--- src/rtl/bmf_pkg.sv ---
package bmf_pkg;

  // Phase of the word being drained on the narrow side.
  typedef enum logic {
    HALF_LO = 1'b0,
    HALF_HI = 1'b1
  } half_e;

  localparam int LANES_PER_WORD = 2;

endpackage

--- src/rtl/bmf_ram.sv ---
module bmf_ram #(
  parameter int DEPTH  = 16,
  parameter int WORD_W = 18
) (
  input  logic                     clk,
  input  logic                     we,
  input  logic [$clog2(DEPTH)-1:0] waddr,
  input  logic [WORD_W-1:0]        wdata,
  input  logic [$clog2(DEPTH)-1:0] raddr,
  output logic [WORD_W-1:0]        rdata
);

  logic [WORD_W-1:0] mem [DEPTH];

  always_ff @(posedge clk) begin
    if (we) mem[waddr] <= wdata;
  end

  // Asynchronous read: the word under the read pointer is ready in the same cycle.
  assign rdata = mem[raddr];

endmodule

--- src/rtl/bmf_ptrs.sv ---
module bmf_ptrs
  import bmf_pkg::*;
#(
  parameter int DEPTH = 16
) (
  input  logic                     clk,
  input  logic                     rst,
  input  logic                     ptr_rst,
  input  logic                     wr_en,
  input  logic                     rd_en,
  input  logic                     reread,
  output logic                     full,
  output logic                     empty,
  output logic                     wr_ok,
  output logic                     take_lo,
  output logic                     take_hi,
  output logic [$clog2(DEPTH)-1:0] waddr,
  output logic [$clog2(DEPTH)-1:0] raddr
);

  localparam int AW = $clog2(DEPTH);
  localparam int PW = AW + 1;
  localparam logic [PW-1:0] DEPTH_P = PW'(DEPTH);
  localparam logic [PW-1:0] WRAP    = {1'b1, {AW{1'b0}}};

  logic [PW-1:0] wptr, rptr, rrptr;
  half_e         phase;
  logic          rd_ok;
  logic [PW-1:0] occ;

  assign empty   = (rptr == wptr) && (phase == HALF_LO);
  assign full    = (wptr ^ rrptr) == WRAP;
  assign wr_ok   = wr_en && !full && !ptr_rst;
  assign rd_ok   = rd_en && !empty && !ptr_rst && !reread;
  assign take_lo = rd_ok && (phase == HALF_LO);
  assign take_hi = rd_ok && (phase == HALF_HI);
  assign waddr   = wptr[AW-1:0];
  assign raddr   = rptr[AW-1:0];
  assign occ     = wptr - rrptr;

  always_ff @(posedge clk) begin
    if (rst || ptr_rst) begin
      wptr  <= '0;
      rptr  <= '0;
      rrptr <= '0;
      phase <= HALF_LO;
    end else begin
      if (wr_ok) wptr <= wptr + PW'(1);
      if (reread) begin
        rptr  <= rrptr;
        phase <= HALF_LO;
      end else if (take_lo) begin
        rptr  <= rptr + PW'(1);
        phase <= HALF_HI;
      end else if (take_hi) begin
        rrptr <= rptr;
        phase <= HALF_LO;
      end
    end
  end

  // a full buffer leaves the write pointer alone
  a_r2_full_blocks_write: assert property (@(posedge clk) disable iff (rst)
    full && !ptr_rst |=> wptr == $past(wptr));

  // an empty buffer leaves the read position alone
  a_r6_empty_blocks_read: assert property (@(posedge clk) disable iff (rst)
    empty && !ptr_rst && !reread |=> rptr == $past(rptr) && phase == HALF_LO);

  // reread lands on the reread pointer with no pending half
  a_r7_reread_restores: assert property (@(posedge clk) disable iff (rst)
    reread && !ptr_rst |=> rptr == $past(rrptr) && phase == HALF_LO);

  // the read position is never more than one word past the reread pointer
  a_r7_reread_trails: assert property (@(posedge clk) disable iff (rst)
    (rptr - rrptr) <= PW'(1));

  // occupancy measured from the reread pointer never exceeds DEPTH
  a_r8_no_overflow: assert property (@(posedge clk) disable iff (rst)
    occ <= DEPTH_P);

  // pointer reset zeroes every pointer
  a_r9_ptr_reset: assert property (@(posedge clk) disable iff (rst)
    ptr_rst |=> wptr == '0 && rptr == '0 && rrptr == '0 && phase == HALF_LO);

endmodule

--- src/rtl/bmf_lane.sv ---
module bmf_lane #(
  parameter int LANE_W = 9
) (
  input  logic                  clk,
  input  logic                  rst,
  input  logic                  odd_par,
  input  logic                  take_lo,
  input  logic                  take_hi,
  input  logic [2*LANE_W-1:0]   word,
  output logic [LANE_W-1:0]     rd_lane,
  output logic                  par_err
);

  localparam int DW = LANE_W - 1;

  logic [LANE_W-1:0] hold;
  logic [LANE_W-1:0] lane_in;
  logic              pbit;
  logic              mism;
  logic              take;

  assign take = take_lo || take_hi;

  always_comb begin
    lane_in = take_lo ? word[LANE_W-1:0] : hold;
    pbit    = (^lane_in[DW-1:0]) ^ odd_par;
    mism    = lane_in[DW] != pbit;
  end

  always_ff @(posedge clk) begin
    if (rst) begin
      hold    <= '0;
      rd_lane <= '0;
      par_err <= 1'b0;
    end else begin
      if (take_lo) hold <= word[2*LANE_W-1:LANE_W];
      if (take) begin
        rd_lane <= {pbit, lane_in[DW-1:0]};
        if (mism) par_err <= 1'b1;
      end
    end
  end

  // every emitted lane has the selected overall parity
  a_r4_lane_parity: assert property (@(posedge clk) disable iff (rst)
    take |=> (^rd_lane) == $past(odd_par));

  // the error flag only falls through reset
  a_r5_sticky_error: assert property (@(posedge clk) disable iff (rst)
    par_err |=> par_err);

  // no accepted read, no change on the lane output
  a_r6_lane_holds: assert property (@(posedge clk) disable iff (rst)
    !take |=> $stable(rd_lane));

endmodule

--- src/rtl/bmf_reread_fifo.sv ---
module bmf_reread_fifo #(
  parameter int DEPTH  = 16,
  parameter int LANE_W = 9
) (
  input  logic                  clk,
  input  logic                  rst,
  input  logic                  ptr_rst,
  input  logic                  odd_par,
  input  logic                  wr_en,
  input  logic [2*LANE_W-1:0]   wr_word,
  output logic                  full,
  input  logic                  rd_en,
  input  logic                  reread,
  output logic [LANE_W-1:0]     rd_lane,
  output logic                  empty,
  output logic                  par_err
);

  localparam int WORD_W = bmf_pkg::LANES_PER_WORD * LANE_W;
  localparam int AW     = $clog2(DEPTH);

  logic          wr_ok, take_lo, take_hi;
  logic [AW-1:0] waddr, raddr;
  logic [WORD_W-1:0] rword;

  bmf_ptrs #(.DEPTH(DEPTH)) u_ptrs (
    .clk     (clk),
    .rst     (rst),
    .ptr_rst (ptr_rst),
    .wr_en   (wr_en),
    .rd_en   (rd_en),
    .reread  (reread),
    .full    (full),
    .empty   (empty),
    .wr_ok   (wr_ok),
    .take_lo (take_lo),
    .take_hi (take_hi),
    .waddr   (waddr),
    .raddr   (raddr)
  );

  bmf_ram #(.DEPTH(DEPTH), .WORD_W(WORD_W)) u_ram (
    .clk   (clk),
    .we    (wr_ok),
    .waddr (waddr),
    .wdata (wr_word),
    .raddr (raddr),
    .rdata (rword)
  );

  bmf_lane #(.LANE_W(LANE_W)) u_lane (
    .clk     (clk),
    .rst     (rst),
    .odd_par (odd_par),
    .take_lo (take_lo),
    .take_hi (take_hi),
    .word    (rword),
    .rd_lane (rd_lane),
    .par_err (par_err)
  );

  // empty and full never hold together
  a_r1_flags_exclusive: assert property (@(posedge clk) disable iff (rst)
    !(empty && full));

  // after a pointer reset the buffer reads as empty
  a_r9_empty_after_ptr_rst: assert property (@(posedge clk) disable iff (rst)
    ptr_rst |=> empty && !full);

endmodule

--- config.mk ---
export PLATFORM = sky130hd
export DESIGN_NAME = bmf_reread_fifo
export DESIGN_NICKNAME = d
export VERILOG_FILES = /design/src/rtl/bmf_pkg.sv /design/src/rtl/bmf_ram.sv /design/src/rtl/bmf_ptrs.sv /design/src/rtl/bmf_lane.sv /design/src/rtl/bmf_reread_fifo.sv
export SDC_FILE = /design/constraint.sdc
export NUM_CORES = 1
export LEC_CHECK = 0
export ABC_AREA = 1
export ABC_CLOCK_PERIOD_IN_PS = 3000
export CAP_MARGIN = 30
export CORE_ASPECT_RATIO = 1.25
export CORE_MARGIN = 2
export CORE_UTILIZATION = 40
export CTS_BUF_LIST = sky130_fd_sc_hd__clkbuf_4
export DETAILED_ROUTE_END_ITERATION = 12
export DONT_BUFFER_PORTS = 1
export GPL_TIMING_DRIVEN = 0
export HOLD_SLACK_MARGIN = 0.05
export SYNTH_ARGS = -nofsm -noshare
export SYNTH_HDL_FRONTEND = slang
export SYNTH_SLANG_ARGS = --single-unit
--- constraint.sdc ---
create_clock -name clk -period 3 [get_ports clk]
set_input_delay 0.3 -clock clk [delete_from_list [all_inputs] [get_ports clk]]
set_output_delay 0.3 -clock clk [all_outputs]
set_load 0.01 [all_outputs]
Word-level counts from Yosys, hierarchy flattened:

Memories as Yosys holds them, arrays and structs flattened. A register that Yosys moved wholly into a read port is not among the register bits.
Cells that the tools add are included.

* register bits: 35
* memory bits (writable): 288
* input port bits: 25
* word-level logic and storage cells: 47
* memories: 1

Memories
* u_ram.mem: depth 16, width 18, read ports 1, clocked after Yosys merged registers in 1, write ports 1, RTL line bmf_ram.sv:13 `logic [WORD_W-1:0] mem [DEPTH];`

* add/subtract/negate cells: 2
* equal/unequal tests: 3
* multiplexer cells: 9
* bitwise operators: 5
* reductions and logical operators: 20

Operators with widths (count)
* adder 5 x 1 -> 5 bit (second input constant): 2
* two-way mux 5 bit: 2
* two-way mux 9 bit: 1
* logical AND 1 bit: 8
* two-way mux 4 bit: 2
* parity 8 bit: 1
* equality test 5 bit: 1
* equality test 5 bit (second input constant): 1
* bitwise XOR 5 bit: 1
* logical NOT 1 bit: 4
* two-way mux 1 bit: 4
* nonzero test 2 bit: 2
* inverter 1 bit: 3
* AND reduction 3 bit: 1
* logical OR 1 bit: 2
* AND reduction 2 bit: 1
* OR reduction 2 bit: 1
* inequality test 1 bit: 1
* bitwise XOR 1 bit: 1

Longest topological paths before layout:

Gate-level depths: netlist (run 1).

* word-level depth: 12
* mapped depth: 23

Cells and area by module:

Synthesis (run 1) repeated with hierarchy kept, for this count alone.

* cells, all modules: 1482
* area, all modules: 14500.2 um^2

By module, submodules not included
* bmf_ram: times used 1, cells an instance 1185, area each 12401.9 um^2
* bmf_ptrs: times used 1, cells an instance 160, area each 1152.4 um^2
* bmf_lane: times used 1, cells an instance 137, area each 945.9 um^2

Worst setup path before layout (run 1):

Ideal clock, no wire load.

* path type: register -> register
* from: register u_ptrs.wptr[2]
* to: memory u_ram.mem[11][0] (enable)
* library setup time: 0.393 ns
* arrival time: 2.064 ns
* data required time: 2.607 ns
* setup slack: 0.544 ns
* stages on the path, launching flop included: 10
* buffers on the path: 0
* period minus slack after synthesis: 2.456 ns
* cells stage by stage: dfxtp_1 > inv_2 > nor2_1 > nor3_1 > and3_1 > inv_1 > nand3_1 > nor2_1 > nand2_1 > nor2_1

* word-level cells in the longest chain between the ends: 7

RTL lines
* from (decl): RTL line bmf_ptrs.sv:26 `logic [PW-1:0] wptr, rptr, rrptr;`
* from (signal assigned): RTL line bmf_ptrs.sv:48 `if (wr_ok) wptr <= wptr + PW'(1);`
* bitwise XOR 5 bit: RTL line bmf_ptrs.sv:32 `assign full = (wptr ^ rrptr) == WRAP;`
* equality test 5 bit: RTL line bmf_ptrs.sv:32
* via full: RTL line bmf_reread_fifo.sv:11 `output logic full,`
* logical NOT 1 bit: RTL line bmf_ptrs.sv:33 `assign wr_ok = wr_en && !full && !ptr_rst;`
* logical AND 1 bit (2 in a row): RTL line bmf_ptrs.sv:33
* two-way mux 1 bit: RTL line bmf_ram.sv:16 `if (we) mem[waddr] <= wdata;`
* two-way mux 1 bit (not written as such): RTL line bmf_ram.sv:16
* to (decl): RTL line bmf_ram.sv:13

The timed path passes the listed nets, and every way through them passes these cells.

Worst setup path after layout (run 1):

* from: register u_ptrs.wptr[2]
* to: memory u_ram.mem[9][2] (enable)

The elaborated chain is that of the path after synthesis.

==> results of run 1 <==
[cells in the mapped netlist (5+ instances only)]
library cell and count:
inv_2 6, buf_4 8, nor2_1 171, clkbuf_1 30
buf_6 7, a21oi_1 24, nand2_1 212, ha_1 5
o221ai_1 21, o22ai_1 20, buf_2 18, o211ai_1 13
inv_1 83, nand3_1 76, o21ai_0 134, dfxtp_1 39
edfxtp_1 288, o21ai_1 11
[per-layer routing]
metal,routed length [µm],up-vias,GRT usage [%]
met5,0,-,0
met2,19400,404,37.39
met1,14310,4699,24.93
met3,2563,82,4.507
li1,-,4523,-
met4,1026,0,8.829
[critical path, delay by kind of cell, from the launching register on]
kind	cells	cell delay, ns
buf+inv	4	0.66
flops	1	0.48
simple gates	6	1.51
[report_power, final]
part           switching (mW)  internal, mW  total [mW]
Combinational           0.214        0.0919       0.306
Clock                    1.78          2.15        3.93
Sequential            0.00962          4.97        4.98
Total                    2.00          7.21        9.21
[final timing paths]
path	startpoint	endpoint	slack (ns)	cells after the start
setup / recovery	u_ptrs.wptr[2]$_SDFFE_PP0P_	u_ram.mem[9][2]$_DFFE_PP_	0.06	10
hold / removal	rst	u_lane.rd_lane[5]$_SDFFE_PP0P_	0.13	4
setup reg to reg	u_ptrs.wptr[2]$_SDFFE_PP0P_	u_ram.mem[9][2]$_DFFE_PP_	0.06	10
hold reg to reg	u_lane.hold[4]$_SDFFE_PP0N_	u_lane.hold[4]$_SDFFE_PP0N_	0.47	2
[stage by stage]
step / utilization, % / setup slack [ns] / TNS, ns / instance area (µm²) / power (mW)
after floorplan: - / 0.5439 / 0 / 13490 / 5.224
after global placement: 41.96 / -1.004 / -237.33 / 14020 / 5.292
after detailed placement: 42.61 / -0.03514 / -0.2988 / 14230 / 5.297
after CTS: 46.65 / 0.01036 / 0 / 15580 / 9.270
after global routing: 47.60 / -0.06874 / -1.070 / 15900 / 9.559
final: 47.60 / 0.06118 / 0 / 15900 / 9.210
[final cells by class]
cell class | count | area, µm²
flip-flops and latches | 327 | 9429
diodes | 1 | 2.502
plain buffers | 66 | 352.8
clock buffers | 124 | 930.9
repair buffers | 47 | 650.6
inverters | 91 | 344.1
fillers | 3008 | 17500
clock inverters | 24 | 180.2
multi-input cells | 718 | 3483
well taps | 423 | 529.3
[timing repair]
| item | CTS | global route |
|---|---|---|
| hold endpoints to repair | 303 | 0 |
| endpoints found under the setup margin | 8 | 168 |
| buffers inserted | 0 | 17 |
| pin swaps | 0 | 8 |
| hold buffers | 23 | 0 |
| gates resized for setup | 2 | 5 |
[kinds of logic (layout without fill, tap and decap cells)]
group | after synthesis | after routing
AND/OR/NAND/NOR | 480 | 480
flip-flops | 327 | 327
AO/OA/AOI/OAI | 228 | 228
buffers and inverters | 157 | 352
adder cells (fa/ha/maj) | 5 | 5
XOR/XNOR | 5 | 5
other | 0 | 1
[sequential cells by signal, indices dropped and copies added, names as in the netlist, named ones only]
register,count
u_ptrs.rrptr,5
u_ptrs.wptr,5
u_ram.mem,288
u_lane.hold,9
u_lane.par_err,1
u_lane.rd_lane,9
u_ptrs.phase,1
u_ptrs.rptr,5
==> results.md, run 1 <==
- Clock root cell: clkbuf_4
- GR Util All Layers: 21.14%
- Die Width: 168.3 µm
- Layout cells sized above 1: 16.11%
- CP Capture Type: flip-flop
- Hold Worst Slack: 0.1266 ns
- Gate Count Post-Synth: 1202
- Mapped Area: 13490 µm²
- # IOs: 37
- VDD IR-drop max: 0.3676 mV
- WL per Instance: 20.48 µm
- Detail Placement HPWL: 22720 µm
- Synth Area in XOR/XNOR: 0.3246%
- GR Overflow Total: 0
- Core region area: 33410 µm²
- CTS H-Tree Depth: 3
- First-pass GRT wire length: 55490 µm
- Largest net degree at the start of global routing: 21
- Max_cap viols: 0
- CTS tree: done
- DIE AREA: 35220 µm²
- Total CTS buffers: 83
- Layout Skew: 0.05703 ns
- Area contributors post-synth: edfxtp_1 (64%), nand2_1 (5.9%), dfxtp_1 (5.8%)
- Dominant synthesized flop cell: edfxtp_1
- Shortest period the worst path allows: 2.939 ns
- Antenna-violating nets left: 0
- Multiplexer area fraction after synthesis: 0%
- Fmax: 340.3 MHz
- Final Non-Filler Cells: 1821
- Slowest stage cell, crit path: dfxtp_1
- Clk slew on worst S/H paths: 0.06 ns
- CP Max Fanout: 10
- Hold Crit Class: primary input to flip-flop
- CP Launch Type: flip-flop
- Number of instances in the placed design: 1632
- Seq/Total Area, Yosys: 69.90%
- Relative slew slack: 41.93%
- Worst skew pair latency: 0.71 ns
- Main combinational cell family by area after synthesis: simple AND/OR/NAND/NOR gates
- Finish-stage setup viols: 0
- Final hold vios: 0
- Num Clock Sinks: 327
- CP arrival: 3.34 ns
- Initial antenna violation count: 1
- Most frequent CP cell: inv_1
- Most frequent cells in the layout: edfxtp_1 (288), nand2_1 (212), nor2_1 (155)
- Yosys top cell by area: edfxtp_1
- Post-route clock period utilization: 97.96%
- Max incr delay on CP: 0.48 ns
- Routability cong.: 0.7945
- Die height: 209.3 µm
- Netlist cell types: 33
- Yosys top cell area share: 64.11%
- Site Rows: 75
- Area grow syn2layout: 17.89%
- Initial core utilization: 40.38%
- DR vias: 9708
- IO Port Bufs: 0
- DRT iter0 DRCs: 759
- Fin. max-slew vios: 0
- EDFF count, synth: 288
- Yosys synthesis warning count: 0
- Compound-Gate Fraction of Synth Area: 9.535%
- Avg Synthesized Cell Area: 11.22 µm²
- DRT Pass-1 Iters: 6
- Post-synthesis simple-gate area fraction: 14.61%
- Critical path class: flip-flop to flip-flop
- Async SR Flop Fraction: 0%
- Net Count, Synth: 1232
- Post-Synth Adder-Cell Area: 0.4638%
- Via/cell ratio: 5.331
- Clock buffer depth: 3
- Final net count: 1364
- Status: finished, final reports clean
- Sequence of cells on the critical path: inv_2 -> nor2_1 -> nor3_1 -> and3_1 -> inv_1 -> nand3_1 -> inv_1 -> nand2_1 -> nor2_4 -> buf_8
- DRC Markers: 0
- Final WL: 37300 µm
- Number of global-route vias before repair: 9665
- CP Data Required Time: 3.40 ns
- Leak: 5.810 nW
- Commonest non-fill, non-tap cell in the layout: edfxtp_1
- Pwr Density: 579.1 nW/µm²
- Synth Register Bits: 327
- Tightest Pin Transition: 0.8691 ns
No activity file was read; power rests on OpenSTA's default activity.
==> inputs of run 2 (changes only) <==
--- a/config.mk
+++ b/config.mk
@@ -7,15 +7,16 @@
 export LEC_CHECK = 0
 export ABC_AREA = 1
 export ABC_CLOCK_PERIOD_IN_PS = 3000
+export BUFFER_PORTS_ARGS = -buffer_cell sky130_fd_sc_hd__buf_4
 export CAP_MARGIN = 30
 export CORE_ASPECT_RATIO = 1.25
 export CORE_MARGIN = 2
 export CORE_UTILIZATION = 40
 export CTS_BUF_LIST = sky130_fd_sc_hd__clkbuf_4
 export DETAILED_ROUTE_END_ITERATION = 12
-export DONT_BUFFER_PORTS = 1
 export GPL_TIMING_DRIVEN = 0
 export HOLD_SLACK_MARGIN = 0.05
+export SKIP_CTS_REPAIR_TIMING = 1
 export SYNTH_ARGS = -nofsm -noshare
 export SYNTH_HDL_FRONTEND = slang
 export SYNTH_SLANG_ARGS = --single-unit
==> run 2 against run 1 <==
Setup slack lost 0.17 ns; the run now ends with setup timing left; sequential cell count is the same; sequential share of layout area shrank 0.62 points; core utilization is 0.50 points higher; wire length down 0.39%; clock power fell by 2%.
==> results.md, run 2 (synthesis results as in run 1) <==
- Final hold vios: 0 (unchanged)
- Clk pwr share: 42.0% (-0.6 points)
- Layout cells sized above 1: 18.47% (+2.4 points)
- Hold Crit Class: primary input to flip-flop
- Core region area: 33410 µm² (unchanged)
- Clock buffer depth: 3 (unchanged)
- Initial antenna violation count: 1 (unchanged)
- Pwr Density: 569.9 nW/µm² (-1.6%)
- DRT iter0 DRCs: 824 (+8.6%)
- Relative slew slack: 40.43% (-1.5 points)
- DR vias: 9810 (+1.1%)
- Final WL: 37150 µm (-0.39%)
- Post-route clock period utilization: 103.7% (+5.8 points)
- Sequential cell fraction of total power: 54.3% (+0.3 points)
- # IOs: 37 (unchanged)
- Finish-stage setup viols: 36 (+36)
- CP arrival: 3.50 ns (+0.16 ns)
- Slowest stage cell, crit path: nor2_2
- Layout Skew: 0.05436 ns (-0.002667 ns)
- CTS H-Tree Depth: 3 (unchanged)
- Combinational share of power: 3.7% (+0.4 points)
- Fmax: 321.3 MHz (-5.6%)
- Most frequent cells in the layout: edfxtp_1 (288), nand2_1 (212), nor2_1 (155)
- Critical path class: flip-flop to flip-flop
- Routability cong.: 0.8232 (+3.6%)
- Biggest regs: u_ram.mem: 288 flops, u_lane.hold: 9 flops, u_lane.rd_lane: 9 flops
- Worst skew pair latency: 0.72 ns (about the same)
- Largest net degree at the start of global routing: 21 (unchanged)
- Number of global-route vias before repair: 9543 (-1.3%)
- CP Data Required Time: 3.38 ns (-0.02 ns)
- RSZ-0062 raised after global routing: yes
- Worst path depth: 10 (unchanged)
- Die Width: 168.3 µm (unchanged)
- Largest register FFs: 288 (unchanged)
- Tot Pwr: 9.158 mW (-0.56%)
- CP Max Fanout: 10 (unchanged)
- Failing checks: setup timing
- CP delay by family, top: simple AND/OR/NAND/NOR gates
- GR Util All Layers: 21.01% (-0.13 points)
- Net Switching: 2.011 mW (+0.42%)
- Shortest period the worst path allows: 3.112 ns (+0.1731 ns)
- Commonest non-fill, non-tap cell in the layout: edfxtp_1
- Status: finished with violations
- Worst Hold Path Cells: 5 (+1)
- VDD IR-drop max: 0.3517 mV (-4.3%)
- P_int: 7.147 mW (-0.83%)
- Site Rows: 75 (unchanged)
- DRC Markers: 0 (unchanged)
- CP Capture Type: flip-flop
- Fin. max-slew vios: 0 (unchanged)
- GR Overflow Total: 0 (unchanged)
- Final net count: 1393 (+2.1%)
- Sw Ratio: 21.96% (+0.21 points)
- Via/cell ratio: 5.294 (-0.69%)
- Detail Placement HPWL: 22900 µm (+0.78%)
- Clk slew on worst S/H paths: 0.06 ns (about the same)
- Total CTS buffers: 82 (-1.2%)
- Sequence of cells on the critical path: inv_2 -> nor2_1 -> nor3_1 -> and3_1 -> inv_1 -> nand3_1 -> inv_1 -> nand2_1 -> nor2_2 -> buf_8
- Most frequent CP cell: inv_1
- WL per Instance: 20.05 µm (-2.1%)
- Die height: 209.3 µm (unchanged)
- Max_cap viols: 0 (unchanged)
- Area grow syn2layout: 19.14%
- Tightest Pin Transition: 0.8914 ns (+0.02237 ns)
- Path depth of the worst reg2reg path: 10 (unchanged)
- Clock root cell: clkbuf_4
- Max incr delay on CP: 0.72 ns (+0.24 ns)
- CTS tree: done
- Num Clock Sinks: 327 (unchanged)
- CP bufs+invs: 4 (unchanged)
- Initial core utilization: 40.38% (unchanged)
- Fin util: 48.10% (+0.50 points)
- Antenna-violating nets left: 0 (unchanged)
- IO Port Bufs: 36 (+36)
- First-pass GRT wire length: 54950 µm (-0.97%)
- DIE AREA: 35220 µm² (unchanged)
- CP Launch Type: flip-flop
- DRT Pass-1 Iters: 5 (-1)
- Final setup margin: -0.1119 ns (-0.1731 ns)
- Leak: 5.942 nW (+2.3%)
- Biggest register: u_ram.mem
==> run 2: per-stage QoR <==
stage | TNS (ns) | instances | worst slack, ns | hold slack, ns | cell area (µm²)
final | -2.428 | 1853 | -0.1119 | 0.1614 | 16070
after global routing | -12.52 | 1853 | -0.2926 | 0.1629 | 16070
after CTS | -0.1241 | 1817 | -0.02918 | -0.1696 | 15610
after detailed placement | -0.1494 | 1667 | -0.01329 | 0.4635 | 14510
after global placement | -238.98 | 1661 | -0.9480 | 0.4580 | 14290
after floorplan | 0 | 1202 | 0.5439 | 0.3989 | 13490
==> run 2: path summary, 6_finish.rpt <==
kind                               startpoint                     endpoint  slack, ns
hold reg to reg   u_lane.hold[4]$_SDFFE_PP0N_  u_lane.hold[4]$_SDFFE_PP0N_       0.47
setup / recovery  u_ptrs.wptr[2]$_SDFFE_PP0P_   u_ram.mem[8][10]$_DFFE_PP_      -0.11
setup reg to reg  u_ptrs.wptr[2]$_SDFFE_PP0P_   u_ram.mem[8][10]$_DFFE_PP_      -0.11
hold / removal                            rst  u_ptrs.wptr[3]$_SDFFE_PP0P_       0.16
==> run 2: final cells by class <==
| cell class | count | area [µm²] |
|---|---|---|
| diodes | 1 | 2.502 |
| plain buffers | 66 | 352.8 |
| clock buffers | 131 | 983.4 |
| clock inverters | 19 | 115.1 |
| fillers | 3022 | 17340 |
| inverters | 91 | 344.1 |
| multi-input cells | 718 | 3463 |
| flip-flops and latches | 327 | 9429 |
| well taps | 423 | 529.3 |
| repair buffers | 77 | 850.8 |
==> run 2: layer usage <==
layer	wire (µm)	track usage, %	vias up	part of all wire [%]
li1	-	-	4575	-
met1	14490	25.15	4760	39
met2	19090	36.78	390	51
met3	2400	4.111	85	6.5
met4	1181	9.304	0	3.2
met5	0	0	-	0
==> run 2: worst min-delay path: stages <==
cell      delay [ns]
buf_4           0.09
nor2_1          0.04
clkbuf_1        0.22
nand2_1         0.13
nor2_1          0.03
==> run 2: power groups by stage <==
stage | combinational (mW) | sequential [mW] | clock [mW]
after global placement | 0.297 | 5.07 | 0
final | 0.338 | 4.97 | 3.85
after CTS | 0.306 | 4.97 | 3.93
after detailed placement | 0.305 | 5.07 | 0
after global routing | 0.373 | 4.97 | 4.17
after floorplan | 0.150 | 5.07 | 0
==> inputs of run 3 (changes only) <==
--- a/config.mk
+++ b/config.mk
@@ -16,6 +16,7 @@
 export DETAILED_ROUTE_END_ITERATION = 12
 export GPL_TIMING_DRIVEN = 0
 export HOLD_SLACK_MARGIN = 0.05
+export RECOVER_POWER = 100
 export SKIP_CTS_REPAIR_TIMING = 1
 export SYNTH_ARGS = -nofsm -noshare
 export SYNTH_HDL_FRONTEND = slang
==> run 3 against run 2 <==
The flow still finishes with violations (setup timing); total power hardly changed; critical path depth unchanged; cell count is the same; setup slack better by 0.042 ns; cell area shrank 0.70%; clock power barely moved; wire length decreased by 0.22%; sequential share of layout area is 0.41 points higher; hold slack about the same; core utilization down 0.34 points; largest power group unchanged; highest routed layer unchanged.
==> results.md, run 3 (synthesis results as in run 1) <==
- Clock root cell: clkbuf_4
- Initial antenna violation count: 1 (unchanged)
- Leak: 5.828 nW (-1.9%)
- Initial core utilization: 40.38% (unchanged)
- Status: finished with violations
- Final setup margin: -0.06988 ns (+0.04204 ns)
- Placed Instance Area: 14510 µm² (unchanged)
- Setup WS pre-CTS: -0.01329 ns (unchanged)
- GR Overflow Total: 0 (unchanged)
- Highest metal used: met4
- Worst skew pair latency: 0.73 ns (about the same)
- Metal-1 WL: 14560 µm (+0.52%)
- First-pass GRT wire length: 54950 µm (unchanged)
- Fin. max-slew vios: 0 (unchanged)
- DIE AREA: 35220 µm² (unchanged)
- CP arrival: 3.46 ns (-0.04 ns)
- Sequential cell fraction of total power: 54.4% (about the same)
- DRC Markers: 0 (unchanged)
- # IOs: 37 (unchanged)
- CP Launch Type: flip-flop
- Antenna-violating nets left: 0 (unchanged)
- Register-to-register setup slack: -0.07 ns (+0.04 ns)
- Largest register FFs: 288 (unchanged)
- Commonest non-fill, non-tap cell in the layout: edfxtp_1
- Tot Pwr: 9.152 mW (about the same)
- Pwr Density: 573.5 nW/µm² (+0.64%)
- P_int: 7.135 mW (-0.16%)
- DRT Pass-1 Iters: 5 (unchanged)
- Largest net degree at the start of global routing: 21 (unchanged)
- CP Data Required Time: 3.39 ns (about the same)
- Fin util: 47.77% (-0.34 points)
- Net Switching: 2.017 mW (+0.27%)
- CP Max Fanout: 10 (unchanged)
- CTS tree: done
- VDD IR-drop max: 0.3610 mV (+2.7%)
- Shortest period the worst path allows: 3.070 ns (-0.04204 ns)
- Num Clock Sinks: 327 (unchanged)
- CTS H-Tree Depth: 3 (unchanged)
- Tightest Pin Transition: 0.9056 ns (+0.01415 ns)
- Finish-stage setup viols: 33 (-8.3%)
- Clk pwr share: 42.1% (about the same)
- RSZ-0062 raised after global routing: yes
- Clk slew on worst S/H paths: 0.06 ns (about the same)
- Post-route clock period utilization: 102.3% (-1.4 points)
- Via/cell ratio: 5.253 (-0.77%)
- Site Rows: 75 (unchanged)
- Die Width: 168.3 µm (unchanged)
- Layout Skew: 0.05589 ns (+0.001530 ns)
- WL met2: 19060 µm (-0.11%)
- Final net count: 1393 (unchanged)
- Layout cells sized above 1: 16.38% (-2.1 points)
- Biggest regs: u_ram.mem: 288 flops, u_lane.hold: 9 flops, u_lane.rd_lane: 9 flops
- IO Port Bufs: 36 (unchanged)
- Biggest register: u_ram.mem
- Failing checks: setup timing
- GR Util All Layers: 21.01% (unchanged)
- DR vias: 9734 (-0.77%)
- Clock buffer depth: 3 (unchanged)
- Hold Crit Class: primary input to flip-flop
- Area grow syn2layout: 18.30%
- Relative slew slack: 39.49% (-0.95 points)
- Final hold vios: 0 (unchanged)
- Final WL: 37070 µm (-0.22%)
- WL per Instance: 20.01 µm (-0.22%)
- Critical path class: flip-flop to flip-flop
- DRT iter0 DRCs: 804 (-2.4%)
- Fmax: 325.7 MHz (+1.4%)
- Core region area: 33410 µm² (unchanged)
- Total CTS buffers: 82 (unchanged)
- Detail Placement HPWL: 22900 µm (unchanged)
- Most frequent cells in the layout: edfxtp_1 (288), nand2_1 (212), nor2_1 (156)
- Finished Cell Area: 15960 µm² (-0.70%)
- Die height: 209.3 µm (unchanged)
- Metal3 WL: 2245 µm (-6.5%)
- Max_cap viols: 0 (unchanged)
- Routability cong.: 0.8232 (unchanged)
- Number of global-route vias before repair: 9543 (unchanged)
- Combinational share of power: 3.5% (-0.2 points)
- Sw Ratio: 22.03% (+0.075 points)
- CP Capture Type: flip-flop
-- run 3: worst paths after layout --
check	endpoint	cells past startpoint	startpoint
setup / recovery	u_ram.mem[8][10]$_DFFE_PP_	10	u_ptrs.wptr[2]$_SDFFE_PP0P_
hold / removal	u_ptrs.wptr[3]$_SDFFE_PP0P_	5	rst
setup reg to reg	u_ram.mem[8][10]$_DFFE_PP_	10	u_ptrs.wptr[2]$_SDFFE_PP0P_
hold reg to reg	u_lane.hold[4]$_SDFFE_PP0N_	2	u_lane.hold[4]$_SDFFE_PP0N_
-- run 3: critical path, cell delays in order (launching register included) --
cell,delay (ns)
dfxtp_1,0.47
inv_2,0.12
nor2_1,0.18
nor3_1,0.07
and3_1,0.19
inv_1,0.06
nand3_1,0.27
inv_1,0.21
nand2_1,0.22
nor2_2,0.72
buf_8,0.25
-- run 3: metrics by stage --
step | setup TNS [ns] | hold slack [ns] | instances
CTS | -0.1241 | -0.1696 | 1817
global placement | -238.98 | 0.4580 | 1661
detailed placement | -0.1494 | 0.4635 | 1667
global route | -12.52 | 0.1629 | 1853
finish | -1.084 | 0.1618 | 1853
floorplan | 0 | 0.3989 | 1202
-- run 3: final cells by class --
class / instances / area [µm²]
Multi-Input combinational cell: 718 / 3456
Buffer: 66 / 352.8
Tap cell: 423 / 529.3
Timing Repair Buffer: 77 / 745.7
Antenna cell: 1 / 2.502
Sequential cell: 327 / 9429
Clock inverter: 19 / 115.1
Clock buffer: 131 / 983.4
Inverter: 91 / 344.1
Fill cell: 3046 / 17450
-- run 3: layer usage --
layer / vias to the layer above / track usage (%)
met5: - / 0
met4: 0 / 9.304
met3: 88 / 4.111
met2: 361 / 36.78
met1: 4714 / 25.15
li1: 4571 / -
-- run 3: power by group through the flow --
stage / registers [mW] / logic, mW / clock network, mW
final: 4.97 / 0.323 / 3.85
after global routing: 4.97 / 0.358 / 4.17
after CTS: 4.97 / 0.306 / 3.93
after detailed placement: 5.07 / 0.305 / 0
after global placement: 5.07 / 0.297 / 0
after floorplan: 5.07 / 0.150 / 0
